### src/rtl/kgen_pkg.sv
package kgen_pkg;

  localparam int NREG    = 3;
  localparam int STATE_W = 64;

  typedef enum logic [1:0] {
    PH_IDLE = 2'd0,
    PH_LOAD = 2'd1,
    PH_WARM = 2'd2,
    PH_RUN  = 2'd3
  } phase_t;

  function automatic int reg_len(input int i);
    case (i)
      0:       return 19;
      1:       return 22;
      default: return 23;
    endcase
  endfunction

  function automatic int reg_off(input int i);
    case (i)
      0:       return 0;
      1:       return 19;
      default: return 41;
    endcase
  endfunction

  function automatic int clk_pos(input int i);
    return (i == 0) ? 8 : 10;
  endfunction

  function automatic logic [31:0] fb_mask(input int i);
    case (i)
      0:       return 32'h0007_2000;
      1:       return 32'h0030_0000;
      default: return 32'h0070_0080;
    endcase
  endfunction

  function automatic logic maj3(input logic [2:0] v);
    return (v[0] & v[1]) | (v[0] & v[2]) | (v[1] & v[2]);
  endfunction

  function automatic int max3(input int a, input int b, input int c);
    int m;
    m = (a > b) ? a : b;
    return (m > c) ? m : c;
  endfunction

endpackage

### src/rtl/kgen_lfsr.sv
module kgen_lfsr #(
  parameter int             LEN     = 19,
  parameter int             CLK_POS = 8,
  parameter logic [LEN-1:0] TAPS    = '0
) (
  input  logic           clk,
  input  logic           rst,
  input  logic           clr,
  input  logic           ld,
  input  logic [LEN-1:0] ld_val,
  input  logic           adv,
  input  logic           inj,
  output logic [LEN-1:0] q,
  output logic           clk_bit,
  output logic           msb_next
);

  logic [LEN-1:0] nxt;
  logic           fb;

  assign fb = ^(q & TAPS);

  always_comb begin
    nxt = q;
    if (clr) begin
      nxt = '0;
    end else if (ld) begin
      nxt = ld_val;
    end else if (adv) begin
      nxt    = {q[LEN-2:0], fb};
      nxt[0] = fb ^ inj;
    end
  end

  always_ff @(posedge clk) begin
    if (rst) q <= '0;
    else     q <= nxt;
  end

  assign clk_bit  = q[CLK_POS];
  assign msb_next = nxt[LEN-1];

endmodule

### src/rtl/kgen_ctrl.sv
module kgen_ctrl #(
  parameter int LOAD_LEN = 86,
  parameter int WARM_LEN = 100,
  parameter int OUT_LEN  = 228,
  parameter int CNT_W    = 8
) (
  input  logic                clk,
  input  logic                rst,
  input  logic                start,
  input  logic                mode_direct,
  output kgen_pkg::phase_t    phase,
  output logic [CNT_W-1:0]    cnt,
  output logic                clr,
  output logic                ld,
  output logic                reg_all,
  output logic                irr,
  output logic                emit,
  output logic                last
);
  import kgen_pkg::*;

  logic idle_go;

  assign idle_go = (phase == PH_IDLE) && start;
  assign clr     = idle_go && !mode_direct;
  assign ld      = idle_go && mode_direct;
  assign reg_all = (phase == PH_LOAD);
  assign irr     = (phase == PH_WARM) || (phase == PH_RUN);
  assign emit    = (phase == PH_RUN);
  assign last    = emit && (cnt == CNT_W'(OUT_LEN - 1));

  always_ff @(posedge clk) begin
    if (rst) begin
      phase <= PH_IDLE;
      cnt   <= '0;
    end else begin
      case (phase)
        PH_IDLE: begin
          cnt <= '0;
          if (start) phase <= mode_direct ? PH_RUN : PH_LOAD;
        end
        PH_LOAD: begin
          if (cnt == CNT_W'(LOAD_LEN - 1)) begin
            cnt   <= '0;
            phase <= PH_WARM;
          end else begin
            cnt <= cnt + 1'b1;
          end
        end
        PH_WARM: begin
          if (cnt == CNT_W'(WARM_LEN - 1)) begin
            cnt   <= '0;
            phase <= PH_RUN;
          end else begin
            cnt <= cnt + 1'b1;
          end
        end
        default: begin
          if (last) begin
            cnt   <= '0;
            phase <= PH_IDLE;
          end else begin
            cnt <= cnt + 1'b1;
          end
        end
      endcase
    end
  end

endmodule

### src/rtl/kgen_top.sv
module kgen_top #(
  parameter int KEY_W       = 64,
  parameter int FRAME_W     = 22,
  parameter int WARM_CYCLES = 100,
  parameter int OUT_BITS    = 228
) (
  input  logic                        clk,
  input  logic                        rst,
  input  logic                        start,
  input  logic                        mode_direct,
  input  logic [KEY_W-1:0]            key_in,
  input  logic [FRAME_W-1:0]          frame_in,
  input  logic [kgen_pkg::STATE_W-1:0] state_in,
  output logic                        ks_bit,
  output logic                        ks_valid,
  output logic                        done,
  output logic [kgen_pkg::STATE_W-1:0] state_out
);
  import kgen_pkg::*;

  localparam int SEED_W = KEY_W + FRAME_W;
  localparam int SEL_W  = $clog2(SEED_W);
  localparam int CNT_W  = $clog2(max3(SEED_W, WARM_CYCLES, OUT_BITS) + 1);

  phase_t           phase;
  logic [CNT_W-1:0] cnt;
  logic             clr, ld, reg_all, irr, emit, last;

  kgen_ctrl #(
    .LOAD_LEN (SEED_W),
    .WARM_LEN (WARM_CYCLES),
    .OUT_LEN  (OUT_BITS),
    .CNT_W    (CNT_W)
  ) u_ctrl (
    .clk         (clk),
    .rst         (rst),
    .start       (start),
    .mode_direct (mode_direct),
    .phase       (phase),
    .cnt         (cnt),
    .clr         (clr),
    .ld          (ld),
    .reg_all     (reg_all),
    .irr         (irr),
    .emit        (emit),
    .last        (last)
  );

  logic [SEED_W-1:0] seed;
  logic              seed_bit;

  assign seed     = {frame_in, key_in};
  assign seed_bit = reg_all ? seed[SEL_W'(cnt)] : 1'b0;

  logic [NREG-1:0] cbit, adv, msb_n;
  logic            maj;

  assign maj = maj3(cbit);

  for (genvar gi = 0; gi < NREG; gi++) begin : g_reg
    localparam int L   = reg_len(gi);
    localparam int OFF = reg_off(gi);
    logic [L-1:0] q;

    assign adv[gi] = reg_all | (irr & (cbit[gi] == maj));

    kgen_lfsr #(
      .LEN     (L),
      .CLK_POS (clk_pos(gi)),
      .TAPS    (L'(fb_mask(gi)))
    ) u_reg (
      .clk      (clk),
      .rst      (rst),
      .clr      (clr),
      .ld       (ld),
      .ld_val   (state_in[OFF +: L]),
      .adv      (adv[gi]),
      .inj      (seed_bit),
      .q        (q),
      .clk_bit  (cbit[gi]),
      .msb_next (msb_n[gi])
    );

    assign state_out[OFF +: L] = q;
  end

  always_ff @(posedge clk) begin
    if (rst) begin
      ks_bit   <= 1'b0;
      ks_valid <= 1'b0;
      done     <= 1'b0;
    end else begin
      ks_valid <= emit;
      ks_bit   <= emit & (^msb_n);
      done     <= last;
    end
  end

endmodule

### config.mk
export PLATFORM = sky130hd
export DESIGN_NAME = kgen_top
export DESIGN_NICKNAME = d
export VERILOG_FILES = /design/src/rtl/kgen_pkg.sv /design/src/rtl/kgen_lfsr.sv /design/src/rtl/kgen_ctrl.sv /design/src/rtl/kgen_top.sv
export SDC_FILE = /design/constraint.sdc
export NUM_CORES = 1
export LEC_CHECK = 0
export ABC_AREA = 1
export BUFFER_PORTS_ARGS = -buffer_cell sky130_fd_sc_hd__clkbuf_2
export CORE_MARGIN = 1.5
export CORE_UTILIZATION = 49
export DETAILED_ROUTE_END_ITERATION = 16
export PLACE_DENSITY_LB_ADDON = 0.15
export SLEW_MARGIN = 40
export SYNTH_ARGS = -nofsm -noshare
export SYNTH_HDL_FRONTEND = slang
export SYNTH_HIERARCHICAL = 1
export SYNTH_SLANG_ARGS = --single-unit
### constraint.sdc
create_clock -name clk -period 2.6 [get_ports clk]
set_input_delay 0.52 -clock clk [delete_from_list [all_inputs] [get_ports clk]]
set_output_delay 0.52 -clock clk [all_outputs]
set_load 0.02 [all_outputs]
==> run summary, run 1 <==
global route hottest layer -> met2
WP data required -> 2.84 ns
Starting Density -> 50.3%
global-route wire length before repair -> 22400 um
# port buffers -> 220
Worst-Skew Late Latency -> 0.35 ns
commonest cells after routing, fill and taps aside -> nand2_1, clkbuf_2, inv_1, nand3_1, dfxtp_1
initial antenna violation count -> 0
first drt pass iteration count -> 4
worst vdd ir -> 0.000397 V
via count -> 5686
Worst-path clk slew -> 0.09 ns
Tcrit/Tclk final -> 86.2%
ys async rst share -> 0%
diode count -> 0
die area -> 11200 um2
Syn Area/Cell -> 5.96 um2
DR iter-0 viols -> 273
Hold Fails Final Rpt -> 0
number of max-cap violations -> 0
setup TNS -> 0 ns
DP HPWL -> 10200 um
Slew Viols, Final -> 0
critical path cell sequence -> inv_1 > ha_1 > or2_2 > o21ai_0 > nand2_1 > nor2_2 > inv_2 > o221ai_2 > nand2_1 > inv_1 > xnor2_1 > xor2_1 > nor3_1
Yosys warning total -> 6
fin crit period -> 2.24 ns
RSZ-0062 raised after global routing -> no
slew margin rel. -> 59.5%
Max H-tree Level -> 3
Area after DPL -> 6280 um2
residual DRC count -> 0
Worst path slowest cell -> dfxtp_1
CP top delay family -> simple AND/OR/NAND/NOR gates
hold crit path type -> primary input to register
sequential fraction of the synthesis area -> 29.8%
clock sink count -> 77
hold buffers post-CTS -> 0
# rows -> 37
Setup Viol. Count Final -> 0
most common cell after layout, fill and taps aside -> nand2_1
Synth-to-Final Area Change -> 25.0%
CP max stage delay -> 0.38 ns
Cell variety after synth -> 40
Die H -> 106 um
share of layout cells above drive strength 1 -> 27.1%
Mapped Nets -> 1028
Tightest Pin Transition -> 0.602 ns
Worst setup EP type -> register
M2 GR Usage -> 41.5%
CORE AREA -> 10300 um2
number of CTS-inserted buffers -> 9
largest net degree at the start of global routing -> 43
status -> completed
power density over the cells -> 794 nW/um2
filler cell count -> 1095
CTS tree -> yes
Highest Clock Rate -> 0.446 GHz
EDFF count, synth -> 0
Clock Skews -> 0.0121 ns
M3 GR Usage -> 5.13%
# resized after CTS -> 0
multi-input combinational cell area -> 2710 um2
storage element area -> 1540 um2
startpoint types -> register
FF+latch count, synth -> 77
Most used DFF post-synth -> dfxtp_1
DRT antenna net count -> 0
Crit Path Max Fanout -> 9
via count of the first global-routing pass -> 5088
Post-CTS Setup Inserts -> 0
Longest Clk Path Bufs -> 2
grt ovf -> 0
leakage power -> 3.73 nW
drt total wl -> 13300 um
worst endpoint data arrival time -> 2.48 ns
Root Buffer -> clkbuf_8
Die W -> 106 um
Worst Path Buf+Inv -> 3
final net count -> 1237
wire per inst -> 10.9 um
vias per inst -> 4.67
GR Util met1 -> 30.0%
Final GP Congestion -> 0.857
post-synthesis cell area -> 5170 um2
crit path kind -> register to register
Tot GR Track Use -> 23.9%
io pins -> 221
Post-Layout Inst Area -> 6460 um2
Cells after Synth -> 868
-- final timing paths --
path | slack, ns | startpoint | to | depth (start not counted)
worst max-delay path | 0.36 | u_ctrl/phase[0] | ks_bit | 13
worst min-delay path | 0.46 | state_in[27] | g_reg[1].u_reg/q[8] | 5
worst max register to register | 0.36 | u_ctrl/phase[0] | ks_bit | 13
worst min register to register | 0.53 | u_ctrl/phase[0] | u_ctrl/phase[0] | 2
-- logic make-up (layout without fill, tap and decap cells) --
group,count (synthesis),in the layout,share of synthesized area [%]
adders and majority gates,6,6,1.45
buffers and inverters,204,418,17.9
and+or+nand+nor,474,474,37.7
AOI/OAI and AO/OA,99,99,11.7
DFF,77,77,29.8
xor gates and xnor gates,8,8,1.36
-- state kept, by name, summed over array words and instances (netlist names) --
name,flops
u_ctrl/cnt,8
ks_valid,1
g.u_reg/q,64
u_ctrl/phase,2
ks_bit,1
done,1
-- worst register-to-register path, cell delays in order, from the launching register on --
cell      delay, ns
dfxtp_1        0.38
inv_1          0.08
ha_1           0.23
or2_2          0.31
o21ai_0        0.08
nand2_1        0.13
nor2_2         0.16
inv_2          0.10
o221ai_2       0.17
nand2_1        0.07
inv_1          0.07
xnor2_1        0.13
xor2_1         0.17
nor3_1         0.06
-- power by group --
part / total [mW] / switching (mW) / internal [mW]
combinational: 2.80 / 1.86 / 0.940
clock: 0.843 / 0.482 / 0.362
sequential: 1.49 / 0.145 / 1.34
total: 5.13 / 2.49 / 2.64
-- per-stage QoR --
stage,setup slack [ns],hold WS [ns],utilization [%],power (mW),instances
after floorplan,0.492,0.456,-,3.76,868
after global routing,0.107,0.464,62.9,5.62,1218
after global placement,0.407,0.517,61.1,4.30,1202
final,0.360,0.459,62.9,5.13,1218
after CTS,0.345,0.444,62.9,5.18,1218
after detailed placement,0.359,0.518,61.1,4.32,1202
-- synthesized netlist by cell type (5+ instances only) --
| cell | number | area share (%) |
|---|---|---|
| a21oi_1 | 8 | 0.77 |
| a21oi_2 | 5 | 0.85 |
| a22oi_1 | 6 | 0.87 |
| buf_2 | 8 | 0.77 |
| buf_4 | 18 | 2.6 |
| buf_6 | 10 | 2.2 |
| dfxtp_1 | 77 | 30 |
| ha_1 | 6 | 1.5 |
| inv_1 | 153 | 11 |
| inv_2 | 9 | 0.65 |
| nand2_1 | 296 | 21 |
| nand2_2 | 7 | 0.85 |
| nand3_1 | 77 | 7.5 |
| nor2_1 | 76 | 5.5 |
| nor3_1 | 5 | 0.48 |
| o211ai_1 | 9 | 1.3 |
| o21ai_0 | 34 | 3.3 |
| o21ai_1 | 27 | 2.6 |
-- area by class of cell --
class,count,share of cell area [%]
tap,136,2.63
sequential,77,23.9
timing repair buffer,238,19.1
inverter,164,9.64
clock buffer,9,1.92
clock inverter,7,0.891
multi-input combinational,587,41.9
-- metal layers --
layer,vias to the layer above,part of all wire [%]
li1,3052,-
met1,2468,45
met2,155,47
met3,11,6.6
met4,0,1.2
met5,-,0
(Power assumes the default switching activity.)
==> run 2, diff against run 1 <==
--- a/config.mk
+++ b/config.mk
@@ -8,9 +8,8 @@
 export ABC_AREA = 1
 export BUFFER_PORTS_ARGS = -buffer_cell sky130_fd_sc_hd__clkbuf_2
 export CORE_MARGIN = 1.5
-export CORE_UTILIZATION = 49
+export CORE_UTILIZATION = 25
 export DETAILED_ROUTE_END_ITERATION = 16
-export PLACE_DENSITY_LB_ADDON = 0.15
 export SLEW_MARGIN = 40
 export SYNTH_ARGS = -nofsm -noshare
 export SYNTH_HDL_FRONTEND = slang
==> run 2 against run 1 <==
Net effect:
- die area is 93% higher
- core utilization fell by 29 points
- combinational power is 4% higher
- cell count up 11%
- largest cell class unchanged
- non-clock buffer count rose by 1
- flip-flop and latch count stayed put
- via count rose by 0.84%
- critical endpoint unchanged
- setup slack lost 0.024 ns
- largest power group unchanged
- global-route usage decreased by 9.1 points
- first-iteration DRC count down 1.5%
==> run summary, run 2 (same netlist as run 1, synthesis figures left out) <==
status -> completed
first drt pass iteration count -> 5 (+1)
DRT antenna net count -> 0 (unchanged)
hold buffers post-CTS -> 0 (unchanged)
CORE AREA -> 20200 um2 (+97%)
Max H-tree Level -> 3 (unchanged)
Longest Clk Path Bufs -> 2 (unchanged)
die area -> 21600 um2 (+93%)
residual DRC count -> 0 (unchanged)
# resized after CTS -> 0 (unchanged)
slew margin rel. -> 69.4% (+9.9 points)
initial antenna violation count -> 0 (unchanged)
critical path cell sequence -> inv_1 > ha_1 > or2_2 > o21ai_0 > nand2_1 > nor2_2 > inv_2 > o221ai_2 > nand2_1 > inv_1 > xnor2_1 > xor2_1 > nor3_1
CTS tree -> yes
RSZ-0062 raised after global routing -> no
Final GP Congestion -> 0.836 (-2.5%)
via count of the first global-routing pass -> 5401 (+6.2%)
worst endpoint data arrival time -> 2.49 ns (about the same)
Worst-Skew Late Latency -> 0.34 ns (about the same)
crit path kind -> register to register
DP HPWL -> 12300 um (+21%)
Tcrit/Tclk final -> 87.1% (+0.94 points)
Crit Path Max Fanout -> 9 (unchanged)
fin crit period -> 2.26 ns (+0.0243 ns)
drt total wl -> 16000 um (+20%)
DR iter-0 viols -> 269 (-1.5%)
io pins -> 221 (unchanged)
Post-CTS Setup Inserts -> 0 (unchanged)
global-route wire length before repair -> 25900 um (+16%)
storage element area -> 1540 um2 (unchanged)
multi-input combinational cell area -> 2710 um2 (unchanged)
Synth-to-Final Area Change -> 31.1%
number of CTS-inserted buffers -> 9 (unchanged)
# port buffers -> 220 (unchanged)
largest net degree at the start of global routing -> 43 (unchanged)
diode count -> 0 (unchanged)
Worst Path Buf+Inv -> 3 (unchanged)
share of layout cells above drive strength 1 -> 27.1% (+0.067 points)
# rows -> 52 (+41%)
Worst path slowest cell -> dfxtp_1
Tot GR Track Use -> 14.9% (-9.1 points)
clock sink count -> 77 (unchanged)
leakage power -> 3.79 nW (+1.8%)
most common cell after layout, fill and taps aside -> nand2_1
Die W -> 147 um (+39%)
CP top delay family -> simple AND/OR/NAND/NOR gates
via count -> 5734 (+0.84%)
CP max stage delay -> 0.38 ns (about the same)
final net count -> 1238 (+0.081%)
filler cell count -> 2257 (+110%)
Die H -> 147 um (+39%)
Largest register FFs -> 64 (unchanged)
hold crit path type -> primary input to register
setup TNS -> 0 ns (unchanged)
Starting Density -> 25.6% (-25 points)
number of max-cap violations -> 0 (unchanged)
Worst setup EP type -> register
Hold Fails Final Rpt -> 0 (unchanged)
Setup Viol. Count Final -> 0 (unchanged)
startpoint types -> register
Clock Skews -> 0.00620 ns (-0.00595 ns)
Highest Clock Rate -> 0.442 GHz (-1.1%)
power density over the cells -> 841 nW/um2 (+5.8%)
Root Buffer -> clkbuf_16
Worst-path clk slew -> 0.06 ns (-0.03 ns)
vias per inst -> 4.24 (-9.2%)
worst vdd ir -> 0.000397 V (+0.11%)
Tightest Pin Transition -> 0.457 ns (-0.145 ns)
Slew Viols, Final -> 0 (unchanged)
Reg with most FFs -> g.u_reg/q
grt ovf -> 0 (unchanged)
Largest regs -> g.u_reg/q x64, u_ctrl/cnt x8, u_ctrl/phase x2
commonest cells after routing, fill and taps aside -> nand2_1, clkbuf_2, inv_1, nand3_1, dfxtp_1
wire per inst -> 11.9 um (+8.4%)
WP data required -> 2.82 ns (-0.02 ns)
final core utilization -> 33.5% (-29 points)
## run 2: changes by cell type in the layout (fill, tap and decap cells not counted)
| cell | before | now |
|---|---|---|
| inv_6 | 4 | 1 |
| clkinv_4 | 0 | 1 |
| bufinv_16 | 0 | 1 |
| clkbuf_16 | 0 | 9 |
| inv_8 | 1 | 0 |
| buf_12 | 0 | 1 |
| clkbuf_8 | 9 | 2 |
## run 2: tightest hold or removal path, cell delays in order
cell and delay, ns:
clkbuf_2 0.08, nand2_1 0.04, nand2_1 0.05, o21ai_1 0.05, inv_1 0.04
## run 2: final timing paths
kind / slack [ns] / startpoint / to / cells after the start
worst min-delay path: 0.47 / state_in[24] / g_reg[1].u_reg/q[5] / 5
worst max register to register: 0.34 / u_ctrl/phase[0] / ks_bit / 13
worst max-delay path: 0.34 / u_ctrl/phase[0] / ks_bit / 13
worst min register to register: 0.53 / u_ctrl/phase[0] / u_ctrl/phase[0] / 2
## run 2: layout make-up
class | count | area share (%)
sequential | 77 | 22.7
clock buffer | 11 | 3.73
multi-input combinational | 587 | 40.0
clock inverter | 5 | 0.867
inverter | 164 | 9.19
tap | 270 | 4.98
timing repair buffer | 239 | 18.5
## run 2: stage by stage
stage / setup slack [ns] / total power [mW] / cell area [um2] / instances / hold slack (ns)
2_1_floorplan: 0.492 / 3.76 / 5170 / 868 / 0.456
3_3_place_gp: 0.289 / 4.43 / 6470 / 1337 / 0.520
3_5_place_dp: 0.310 / 4.44 / 6470 / 1337 / 0.529
4_1_cts: 0.286 / 5.78 / 6780 / 1353 / 0.455
5_1_grt: 0.0961 / 6.19 / 6780 / 1353 / 0.474
6_report: 0.335 / 5.70 / 6780 / 1353 / 0.468
## run 2: layer usage
layer  track usage, %  routed length, um  vias to the layer above  part of all wire, %
li1                 -                  -                     3051                    -
met1             17.9               7200                     2550                   45
met2             25.6               7700                      115                   48
met3             4.32                882                       18                  5.5
met4             4.09                265                        0                  1.7
met5                0                  0                        -                    0
## run 2: power breakdown
part           internal, mW  switching, mW
Clock                 0.796          0.513
Combinational         0.955           1.95
Sequential             1.34          0.138
Total                  3.10           2.61
